File: src/rtl/urx_pkg.sv
package urx_pkg;

  localparam int URX_MAX_BITS = 8;

  typedef enum logic [2:0] {
    RX_IDLE,
    RX_START,
    RX_DATA,
    RX_PAR,
    RX_STOP
  } urx_state_e;

  // Number of data bits in the frame for the current mode.
  function automatic logic [3:0] urx_data_bits(input logic eight);
    return eight ? 4'd8 : 4'd7;
  endfunction

  // Index of the last data bit of the frame.
  function automatic logic [2:0] urx_last_index(input logic eight);
    return eight ? 3'd7 : 3'd6;
  endfunction

  // Returns 1 when the parity bit disagrees with the selected sense.
  // Total ones over data and parity bit: even when odd=0, odd when odd=1.
  function automatic logic urx_parity_bad(input logic [URX_MAX_BITS-1:0] d,
                                          input logic eight,
                                          input logic pbit,
                                          input logic odd);
    logic ones;
    ones = (^d[URX_MAX_BITS-2:0]) ^ (eight & d[URX_MAX_BITS-1]) ^ pbit;
    return ones != odd;
  endfunction

endpackage

File: src/rtl/urx_bit_engine.sv
module urx_bit_engine
  import urx_pkg::*;
#(
  parameter int OVERSAMPLE = 16
) (
  input  logic                    clk,
  input  logic                    rst_n,
  input  logic                    tick,
  input  logic                    rx,
  input  logic                    run,
  input  logic                    cfg_eight,
  input  logic                    cfg_pen,
  input  logic                    cfg_odd,
  output logic                    char_done,
  output logic [URX_MAX_BITS-1:0] char_data,
  output logic                    char_perr,
  output logic                    char_ferr,
  output logic                    fall_seen
);

  localparam int CW = $clog2(OVERSAMPLE);
  localparam logic [CW-1:0] HALF_LAST = CW'(OVERSAMPLE / 2 - 1);
  localparam logic [CW-1:0] FULL_LAST = CW'(OVERSAMPLE - 1);

  urx_state_e              state;
  logic [CW-1:0]           cnt;
  logic [2:0]              idx;
  logic                    prev;
  logic                    pbit;
  logic [URX_MAX_BITS-1:0] shreg;
  logic                    sample_pt;
  logic                    in_frame;

  assign in_frame  = (state == RX_DATA) || (state == RX_PAR) || (state == RX_STOP);
  assign fall_seen = tick && (state == RX_IDLE) && prev && !rx;
  assign sample_pt = tick && (((state == RX_START) && (cnt == HALF_LAST)) ||
                              (in_frame && (cnt == FULL_LAST)));

  always_ff @(posedge clk or negedge rst_n) begin
    if (!rst_n) begin
      state     <= RX_IDLE;
      cnt       <= '0;
      idx       <= '0;
      prev      <= 1'b1;
      pbit      <= 1'b0;
      shreg     <= '0;
      char_done <= 1'b0;
      char_perr <= 1'b0;
      char_ferr <= 1'b0;
    end else begin
      char_done <= 1'b0;
      if (!run) begin
        state <= RX_IDLE;
        cnt   <= '0;
        if (tick) prev <= rx;
      end else if (tick) begin
        prev <= rx;
        cnt  <= sample_pt ? '0 : cnt + 1'b1;
        unique case (state)
          RX_IDLE: begin
            cnt <= '0;
            if (fall_seen) state <= RX_START;
          end
          RX_START: begin
            if (sample_pt) begin
              if (rx) begin
                state <= RX_IDLE;
              end else begin
                state <= RX_DATA;
                idx   <= '0;
                shreg <= '0;
              end
            end
          end
          RX_DATA: begin
            if (sample_pt) begin
              shreg[idx] <= rx;
              if (idx == urx_last_index(cfg_eight)) state <= cfg_pen ? RX_PAR : RX_STOP;
              else idx <= idx + 1'b1;
            end
          end
          RX_PAR: begin
            if (sample_pt) begin
              pbit  <= rx;
              state <= RX_STOP;
            end
          end
          RX_STOP: begin
            if (sample_pt) begin
              char_done <= 1'b1;
              char_ferr <= !rx;
              char_perr <= cfg_pen && urx_parity_bad(shreg, cfg_eight, pbit, cfg_odd);
              state     <= RX_IDLE;
            end
          end
          default: state <= RX_IDLE;
        endcase
      end
    end
  end

  assign char_data = shreg;

  // the start phase is entered only from a sampled falling edge
  a_r1_start_on_fall: assert property (@(posedge clk) disable iff (!rst_n)
    (state != RX_START) |=> ((state != RX_START) || $past(fall_seen)));

  // seven-bit characters never carry a top bit
  a_r4_seven_top_zero: assert property (@(posedge clk) disable iff (!rst_n)
    (char_done && !cfg_eight) |-> (char_data[URX_MAX_BITS-1] == 1'b0));

endmodule

File: src/rtl/urx_flag_bank.sv
module urx_flag_bank
  import urx_pkg::*;
(
  input  logic                    clk,
  input  logic                    rst_n,
  input  logic                    rx_enable,
  input  logic                    rx_reset,
  input  logic                    err_clear,
  input  logic                    host_read,
  input  logic                    char_done,
  input  logic [URX_MAX_BITS-1:0] char_data,
  input  logic                    char_perr,
  input  logic                    char_ferr,
  output logic [URX_MAX_BITS-1:0] hold_data,
  output logic                    buf_full,
  output logic                    parity_err,
  output logic                    overrun_err,
  output logic                    framing_err
);

  logic accept;
  logic overrun_evt;

  assign accept      = char_done && rx_enable;
  assign overrun_evt = accept && buf_full && !host_read;

  always_ff @(posedge clk or negedge rst_n) begin
    if (!rst_n) begin
      hold_data   <= '0;
      buf_full    <= 1'b0;
      parity_err  <= 1'b0;
      overrun_err <= 1'b0;
      framing_err <= 1'b0;
    end else begin
      if (accept) hold_data <= char_data;

      if (rx_reset)       buf_full <= 1'b0;
      else if (accept)    buf_full <= 1'b1;
      else if (host_read) buf_full <= 1'b0;

      if (!rx_enable) begin
        parity_err  <= 1'b0;
        overrun_err <= 1'b0;
        framing_err <= 1'b0;
      end else begin
        parity_err  <= (parity_err  && !err_clear) || (accept && char_perr);
        overrun_err <= (overrun_err && !err_clear) || overrun_evt;
        framing_err <= (framing_err && !err_clear) || (accept && char_ferr);
      end
    end
  end

  // the buffer-full flag rises only after an accepted character
  a_r7_full_needs_char: assert property (@(posedge clk) disable iff (!rst_n)
    $rose(buf_full) |-> $past(char_done && rx_enable));

  // a read with no incoming character empties the buffer
  a_r7_read_empties: assert property (@(posedge clk) disable iff (!rst_n)
    (host_read && !char_done) |=> !buf_full);

  // overrun appears only when a character lands in an unread buffer
  a_r8_overrun_cause: assert property (@(posedge clk) disable iff (!rst_n)
    $rose(overrun_err) |-> $past(char_done && buf_full && !host_read));

  // error flags drop only through the clear strobe or disable
  a_r9_sticky_errors: assert property (@(posedge clk) disable iff (!rst_n)
    ($fell(parity_err) || $fell(overrun_err) || $fell(framing_err))
      |-> $past(err_clear || !rx_enable));

  // disabled receiver keeps every error flag clear
  a_r10_disabled_clear: assert property (@(posedge clk) disable iff (!rst_n)
    !rx_enable |=> (!parity_err && !overrun_err && !framing_err));

endmodule

File: src/rtl/urx_receiver.sv
module urx_receiver
  import urx_pkg::*;
#(
  parameter int OVERSAMPLE = 16
) (
  input  logic       clk,
  input  logic       rst_n,
  input  logic       tick16,
  input  logic       rx_serial,
  input  logic       rx_enable,
  input  logic       rx_reset,
  input  logic       err_clear,
  input  logic       host_read,
  input  logic       cfg_eight_bits,
  input  logic       cfg_parity_en,
  input  logic       cfg_parity_odd,
  output logic [7:0] rx_data,
  output logic       buf_full,
  output logic       parity_err,
  output logic       overrun_err,
  output logic       framing_err
);

  logic                    run;
  logic                    char_done;
  logic [URX_MAX_BITS-1:0] char_data;
  logic                    char_perr;
  logic                    char_ferr;
  logic                    fall_seen;

  assign run = rx_enable && !rx_reset;

  urx_bit_engine #(.OVERSAMPLE(OVERSAMPLE)) u_engine (
    .clk       (clk),
    .rst_n     (rst_n),
    .tick      (tick16),
    .rx        (rx_serial),
    .run       (run),
    .cfg_eight (cfg_eight_bits),
    .cfg_pen   (cfg_parity_en),
    .cfg_odd   (cfg_parity_odd),
    .char_done (char_done),
    .char_data (char_data),
    .char_perr (char_perr),
    .char_ferr (char_ferr),
    .fall_seen (fall_seen)
  );

  urx_flag_bank u_flags (
    .clk         (clk),
    .rst_n       (rst_n),
    .rx_enable   (rx_enable),
    .rx_reset    (rx_reset),
    .err_clear   (err_clear),
    .host_read   (host_read),
    .char_done   (char_done),
    .char_data   (char_data),
    .char_perr   (char_perr),
    .char_ferr   (char_ferr),
    .hold_data   (rx_data),
    .buf_full    (buf_full),
    .parity_err  (parity_err),
    .overrun_err (overrun_err),
    .framing_err (framing_err)
  );

endmodule

File: config.mk
export PLATFORM = sky130hd
export DESIGN_NAME = urx_receiver
export DESIGN_NICKNAME = d
export VERILOG_FILES = /design/src/rtl/urx_pkg.sv /design/src/rtl/urx_bit_engine.sv /design/src/rtl/urx_flag_bank.sv /design/src/rtl/urx_receiver.sv
export SDC_FILE = /design/constraint.sdc
export NUM_CORES = 1
export LEC_CHECK = 0
export BUFFER_PORTS_ARGS = -buffer_cell sky130_fd_sc_hd__buf_2
export CAP_MARGIN = 10
export CORE_AREA = 2 2 65 67
export DETAILED_ROUTE_END_ITERATION = 12
export DIE_AREA = 0 0 67 69
export PLACE_DENSITY = 0.68
export SYNTH_ARGS = -nofsm -noshare
export SYNTH_HDL_FRONTEND = slang
export SYNTH_SLANG_ARGS = --single-unit
File: constraint.sdc
create_clock -name clk -period 2.45 [get_ports clk]
set_input_delay 0.735 -clock clk [delete_from_list [all_inputs] [get_ports clk]]
set_output_delay 0.735 -clock clk [all_outputs]
set_load 0.02 [all_outputs]
# Word level (Yosys, flattened, before mapping)
# Cells that the tools add are included.
# classes
add_sub_neg,2
n_lt_le_gt_ge,2
n_eq_ne,19
muxes,38
bitwise,3
reduce_logical,36
# ops
cell,n
$mux W3,13
$mux W8,3
$ne A3 B3 Y1 const B,6
$logic_and A1 B1 Y1,17
$mux W4,4
$pmux W8 S2,1
$pmux W3 S5,1
$reduce_and A7 Y1,2
$mux W1,12
$bwmux W8,1
$reduce_and A4 Y1,2
$reduce_xor A7 Y1,1
$eq A3 B2 Y1 const B,2
$logic_or A1 B1 Y1,6
$ne A2 B2 Y1 const B,3
$pmux W3 S2,1
$reduce_and A6 Y1,1
$add A4 B1 Y4 const B,1
$eq A4 B3 Y1 const B,1
$eq A4 B4 Y1 const B,1
$logic_not A1 Y1,4
$lt A3 B4 Y1 const B,1
$ne A2 B1 Y1 const B,2
$add A3 B1 Y3 const B,1
other kinds (12),13
# totals
register_bits,35
input_bits,11
elab_cells,114

# Logic depth before layout (Yosys ltp)
# Gate-level depths: netlist of run 1.
# logic_depth
ltp_word,10
depth_mapped,7

# By module
# A second synthesis of run 1 with hierarchy kept.
# hier_totals
hier_cells,189
area_unflattened_um2,1911.8
# by_module_without_submodules
mod,instances,cells_per_inst,area_each_um2,seq_area_each_um2
urx_bit_engine,1,157,1437.6,576.8
urx_flag_bank,1,31,460.4,300.3
urx_receiver,1,1,13.8,0.0

# Worst setup path before layout of run 1
# No wires, ideal clock.
# synth_path
kind,input-to-reg
from,input port rx_serial
to,register u_engine.shreg[1] (netlist: u_engine.char_data[1])
setup_time_ns,0.126
arrival_time_ns,2.211
required_ns,2.324
path_slack_ns,0.113
cell_stages,6
path_buffers,1
path_cell_list,or4b_1 -> a2111o_1 -> buf_6 -> o41a_1 -> a31oi_1 -> nor2_1
# synth_via
elab_chain_cells,3
# synth_rtl
item,line,source
from (decl),urx_receiver.sv:9,"input logic rx_serial,"
$bwmux W8,urx_bit_engine.sv:77,shreg[idx] <= rx;
$mux W8,urx_bit_engine.sv:76,if (sample_pt) begin
$pmux W8 S2,urx_bit_engine.sv:59,unique case (state)
"to (signal, indexed assignment)",urx_bit_engine.sv:77,
to (decl),urx_bit_engine.sv:30,logic [URX_MAX_BITS-1:0] shreg;
# Several ways; a longest one is shown, not always the timed one. The select of a mux whose other input is x is not followed.
# A chain may end at the register's enable or synchronous reset.

# Worst setup path after layout of run 1
# Same ends and word-level chain as after synthesis.

==> results.json, run 1 <==
{
  "fill_cells": 383,
  "power.switching_uw": 236,
  "synth-main-ff-cell": "dfrtp_1",
  "drive_above_1_share_pct": 22.2,
  "p_int_uw": 799,
  "clk_pin_slew_worst_paths_ps": 70,
  "clock-skew-final_ps": 2.58,
  "antenna_found_initial": 0,
  "vias": 1532,
  "ys_top_cells_by_count": "34 x dfrtp_1, 19 x o21ai_0, 18 x nand2_1, 12 x nor2_1",
  "route.detailed.drc": 0,
  "clk_path_buf_depth": 2,
  "fp.dieW_um": 67,
  "grt_max_degree": 36,
  "dr_wl_met3_um": 147,
  "gp_congestion": 0.858,
  "slew_viol_final": 0,
  "power.leakage_nw": 0.979,
  "grt_pass1_wl_um": 6430,
  "vdd_drop_max_mv": 0.267,
  "finalHoldViolations": 0,
  "cpMaxStageDelayCell": "or4b_1",
  "ys_types": 41,
  "post-route-period-util_pct": 89.9,
  "power_mw": 1.04,
  "synth_top_area_cell": "dfrtp_1",
  "routedWlPerCell_um": 13.3,
  "die_h_um": 69,
  "grt_remaining_overflow": 0,
  "synth-edff-count": 0,
  "viasPerCell": 5.47,
  "placed_area_sq_um": 2100,
  "start_util_pct": 48.8,
  "totalWireLength_um": 3720,
  "clock_latency_ps": 290,
  "wl_met1_um": 1820,
  "syn2layout_area_growth_pct": 14.1,
  "cap_viol_max_count": 0,
  "netlist_instances": 203,
  "finalInstanceArea_sq_um": 2180,
  "crit_buf_inv": 1,
  "dp.cells": 272,
  "grt_pass1_vias": 1406,
  "crit_path_end_kind": "register",
  "fmax_mhz": 454,
  "worst_hold_path_type": "register to register",
  "setup_viol": 0,
  "ios": 23,
  "start_kind": "input port",
  "async_reset_ff_share_pct": 100,
  "synth_area_per_cell_sq_um": 9.40,
  "clkPwrFrac_pct": 38.6,
  "cts_max_level": 2,
  "routed-wl-met2_um": 1690,
  "drt_iter0_drc": 77,
  "cts-resized-gates": 0,
  "cp.required_ps": 2620,
  "synth.area.top_cells": "dfrtp_1 45%, mux2_2 5.3%, o21ai_0 5.0%",
  "slew-limit-headroom_pct": 48.5,
  "cpPeakStageDelay_ps": 500,
  "post_cts_buffers": 0,
  "grt_use_total_pct": 17.8,
  "cts.sinks": 35,
  "path_delay_family": "compound AO/OA/AOI/OAI gates",
  "p_seq_share_pct": 56.2,
  "final_antenna_net_count": 0,
  "crit_type": "input port to register",
  "clockRootBuffer": "clkbuf_8",
  "synth_top_area_share_pct": 44.6,
  "rows": 23,
  "cts_hold_repair.buffers": 0,
  "core_sq_um": 3910,
  "cp_data_arrival_time_ps": 2370,
  "top_layer": "met4",
  "synth-seq-cells": 35,
  "power_density_nw_per_um2": 475,
  "sw_frac_of_total_pct": 22.8,
  "cts_buffers": 5,
  "synth_fp_nets": 216,
  "rsz0062_at_grt": "no",
  "yosysMostFrequentCell": "dfrtp_1",
  "fp.dieArea_sq_um": 4620,
  "cts_tree": "done",
  "port_buffers": 22,
  "status": "finished, final reports clean",
  "fin_nets": 242,
  "synth-seq-area-share_pct": 46.0,
  "path_cells": "buf_2, or4b_1, a2111o_1, o41a_1, a31oi_1, nor2_1",
  "pwr-share-comb_pct": 5.2,
  "diodes": 0,
  "dpl.hpwl_um": 2680,
  "worst_slew_pin_slew_ps": 773,
  "layout_min_cycle_time_ps": 2200,
  "critPathMaxFanout": 6,
  "yosysWarnings": 0,
  "syn-cell-area_sq_um": 1910,
  "firstDrtPassIters": 4,
  "stdcell_count": 280
}
-- layer usage --
layer | up-vias | track usage, %
li1 | 772 | -
met1 | 721 | 25.0
met2 | 33 | 26.3
met3 | 6 | 5.38
met4 | 0 | 5.44
met5 | - | 0
-- power by group through the flow --
stage	combinational [mW]	sequential, mW	clock (mW)
after floorplan	0.0246	0.592	0
after global placement	0.0551	0.592	0
after detailed placement	0.0544	0.592	0
after CTS	0.0546	0.581	0.406
after global routing	0.0615	0.581	0.436
final	0.0538	0.582	0.400
-- state kept, by name, summed over array words and instances, names as in the netlist, 3 cells and up --
name,cells
u_engine.idx,3
u_engine.char_data,8
u_engine.cnt,4
u_engine.state,3
u_flags.hold_data,8
-- tightest hold or removal path: stages (launching register included) --
cell and delay, ps:
dfrtp_1 350, nand2_1 50, o21ai_0 60
-- area by class of cell --
type | count | area, sq um | area share, %
clock buffers | 7 | 76.3 | 3.51
well taps | 50 | 62.6 | 2.87
multi-input cells | 143 | 926 | 42.5
clock inverters | 1 | 5.00 | 0.230
inverters | 12 | 45.0 | 2.07
repair buffers | 32 | 185 | 8.51
flip-flops and latches | 35 | 877 | 40.3
-- final timing paths --
path	startpoint	to	slack [ps]	depth (start not counted)
worst max-delay path	rx_serial	u_engine.char_data[1]	250	6
worst min register to register	u_engine.char_ferr	u_engine.char_ferr	480	2
min in group asynchronous	rst_n	u_flags.framing_err	520	1
worst max register to register	u_engine.state[1]	u_engine.char_data[1]	370	5
max in group asynchronous	rst_n	u_engine.pbit	1440	1
worst min-delay path	u_engine.char_ferr	u_engine.char_ferr	480	2
-- metrics by stage --
step	hold WS [ps]	util, %	worst slack (ps)	setup TNS [ps]
floorplan	439	-	113	0
global placement	464	53.5	-44.9	-44.9
detailed placement	476	53.5	-59.6	-88.0
CTS	492	55.6	242	0
global route	515	55.6	127	0
finish	485	55.6	247	0
-- cells by family (layout without fill, tap and decap cells) --
group,after synthesis,count (layout),share of synthesized area [%]
AND/OR/NAND/NOR,68,68,19.0
AO/OA/AOI/OAI,51,51,16.7
flip-flops,35,35,46.0
buffers and inverters,25,52,5.51
multiplexers,12,12,6.89
XOR/XNOR,10,10,4.59
adder cells (fa/ha/maj),2,2,1.31
-- cell usage in the layout (no fill, tap or decap), types with 8 or more instances in the layout --
master   count
mux2_2       9
a21oi_1      9
xnor2_1      8
nand2_1     18
dfrtp_1     34
inv_1       11
buf_4       10
buf_2       22
nand3_1     10
o21ai_0     19
nor2_1      12
No activity file was read; power rests on OpenSTA's default activity.
==> run 2: changes to the inputs <==
==> constraint.sdc (replaced) <==
create_clock -name clk -period 2.45 [get_ports clk]
set_input_delay 0.3675 -clock clk [delete_from_list [all_inputs] [get_ports clk]]
set_output_delay 0.3675 -clock clk [all_outputs]
set_load 0.02 [all_outputs]
==> results.json, run 2 (synthesis results as in run 1) <==
{
  "mostFrequentLayoutCells": "34 x dfrtp_1, 22 x buf_2, 19 x o21ai_0",
  "fill_cells": 397,
  "cts.sinks": 35,
  "power_density_nw_per_um2": 500,
  "fmax_mhz": 473,
  "vias": 1544,
  "grt_use_total_pct": 19.2,
  "clk_pin_slew_worst_paths_ps": 70,
  "cts_buffers": 5,
  "worst_hold_path_type": "input port to async pin",
  "setup_viol": 0,
  "drive_above_1_share_pct": 21.6,
  "slew_viol_final": 0,
  "cts_max_level": 2,
  "post-route-period-util_pct": 86.3,
  "clockRootBuffer": "clkbuf_8",
  "grt_max_degree": 36,
  "start_kind": "register",
  "cap_viol_max_count": 0,
  "cts_hold_repair.buffers": 0,
  "setup_tns_ps": 0,
  "worst_slew_pin_slew_ps": 789,
  "core_sq_um": 3910,
  "power.leakage_nw": 0.975,
  "cp.required_ps": 2620,
  "final_antenna_net_count": 0,
  "fp.dieW_um": 67,
  "layout_min_cycle_time_ps": 2120,
  "grt_pass1_vias": 1437,
  "port_buffers": 22,
  "critPathMaxFanout": 10,
  "firstDrtPassIters": 4,
  "drt_iter0_drc": 44,
  "fin_nets": 239,
  "hold_ws_ps": 161,
  "post_cts_buffers": 0,
  "cts-resized-gates": 0,
  "grt_pass1_wl_um": 6760,
  "cts_tree": "done",
  "routedWlPerCell_um": 14.2,
  "finalHoldViolations": 0,
  "dpl.hpwl_um": 2840,
  "vdd_drop_max_mv": 0.288,
  "clock_latency_ps": 290,
  "viasPerCell": 5.57,
  "grt_remaining_overflow": 0,
  "rows": 23,
  "totalWireLength_um": 3930,
  "antenna_found_initial": 0,
  "fp.dieArea_sq_um": 4620,
  "diodes": 0,
  "start_util_pct": 48.8,
  "cp_data_arrival_time_ps": 2290,
  "die_h_um": 69,
  "ios": 23,
  "clock-skew-final_ps": 3.87,
  "gp_congestion": 0.852,
  "power_mw": 1.09,
  "crit_path_end_kind": "register",
  "crit_type": "register to register",
  "slew-limit-headroom_pct": 47.4,
  "clk_path_buf_depth": 2,
  "status": "finished, final reports clean",
  "final_core_util_pct": 55.5,
  "rsz0062_at_grt": "no",
  "syn2layout_area_growth_pct": 13.9,
  "final_common_cell": "dfrtp_1",
  "route.detailed.drc": 0
}
==> run 2: stage by stage <==
| step | setup slack, ps | area [sq um] | instances |
|---|---|---|---|
| after floorplan | 402 | 1910 | 203 |
| after global placement | 279 | 2070 | 269 |
| after detailed placement | 262 | 2070 | 269 |
| after CTS | 332 | 2170 | 277 |
| after global routing | 221 | 2170 | 277 |
| final | 335 | 2170 | 277 |
==> run 2: layout make-up <==
type / count / area (sq um) / area share [%]
tap: 50 / 62.6 / 2.88
clock buffer: 8 / 100 / 4.61
inverter: 12 / 45.0 / 2.07
sequential: 35 / 877 / 40.4
multi-input combinational: 143 / 926 / 42.6
timing repair buffer: 29 / 163 / 7.48
==> run 2: metal layers <==
layer  GRT usage, %  wire [um]  part of all wire, %  up-vias
li1               -          -                    -      768
met1           26.2       1840                   47      735
met2           28.6       1830                   46       33
met3           5.06        179                  4.6        8
met4           7.94         81                  2.1        0
met5              0          0                    0        -
==> run 2: path summary, 6_finish.rpt <==
path,from,to,slack (ps),cells after the start
max,u_engine.state[1],u_engine.char_data[1],330,5
min,rst_n,u_engine.state[2],160,1
max reg2reg,u_engine.state[1],u_engine.char_data[1],330,5
min reg2reg,u_engine.char_perr,u_engine.char_perr,480,2
max in group asynchronous,rst_n,u_flags.hold_data[6],1790,1
min in group clk,rx_reset,u_flags.buf_full,250,2
==> run 2: worst max-delay path: stages, from the launching register on <==
cell and delay, ps:
dfrtp_1 370, or4b_1 540, a2111o_1 540, o41a_1 360
a31oi_1 140, nor2_1 50
==> run 2: power breakdown <==
part           switching [mW]  internal (mW)
Combinational          0.0356         0.0176
Sequential           0.000730          0.581
Clock                   0.196          0.256
Total                   0.232          0.855
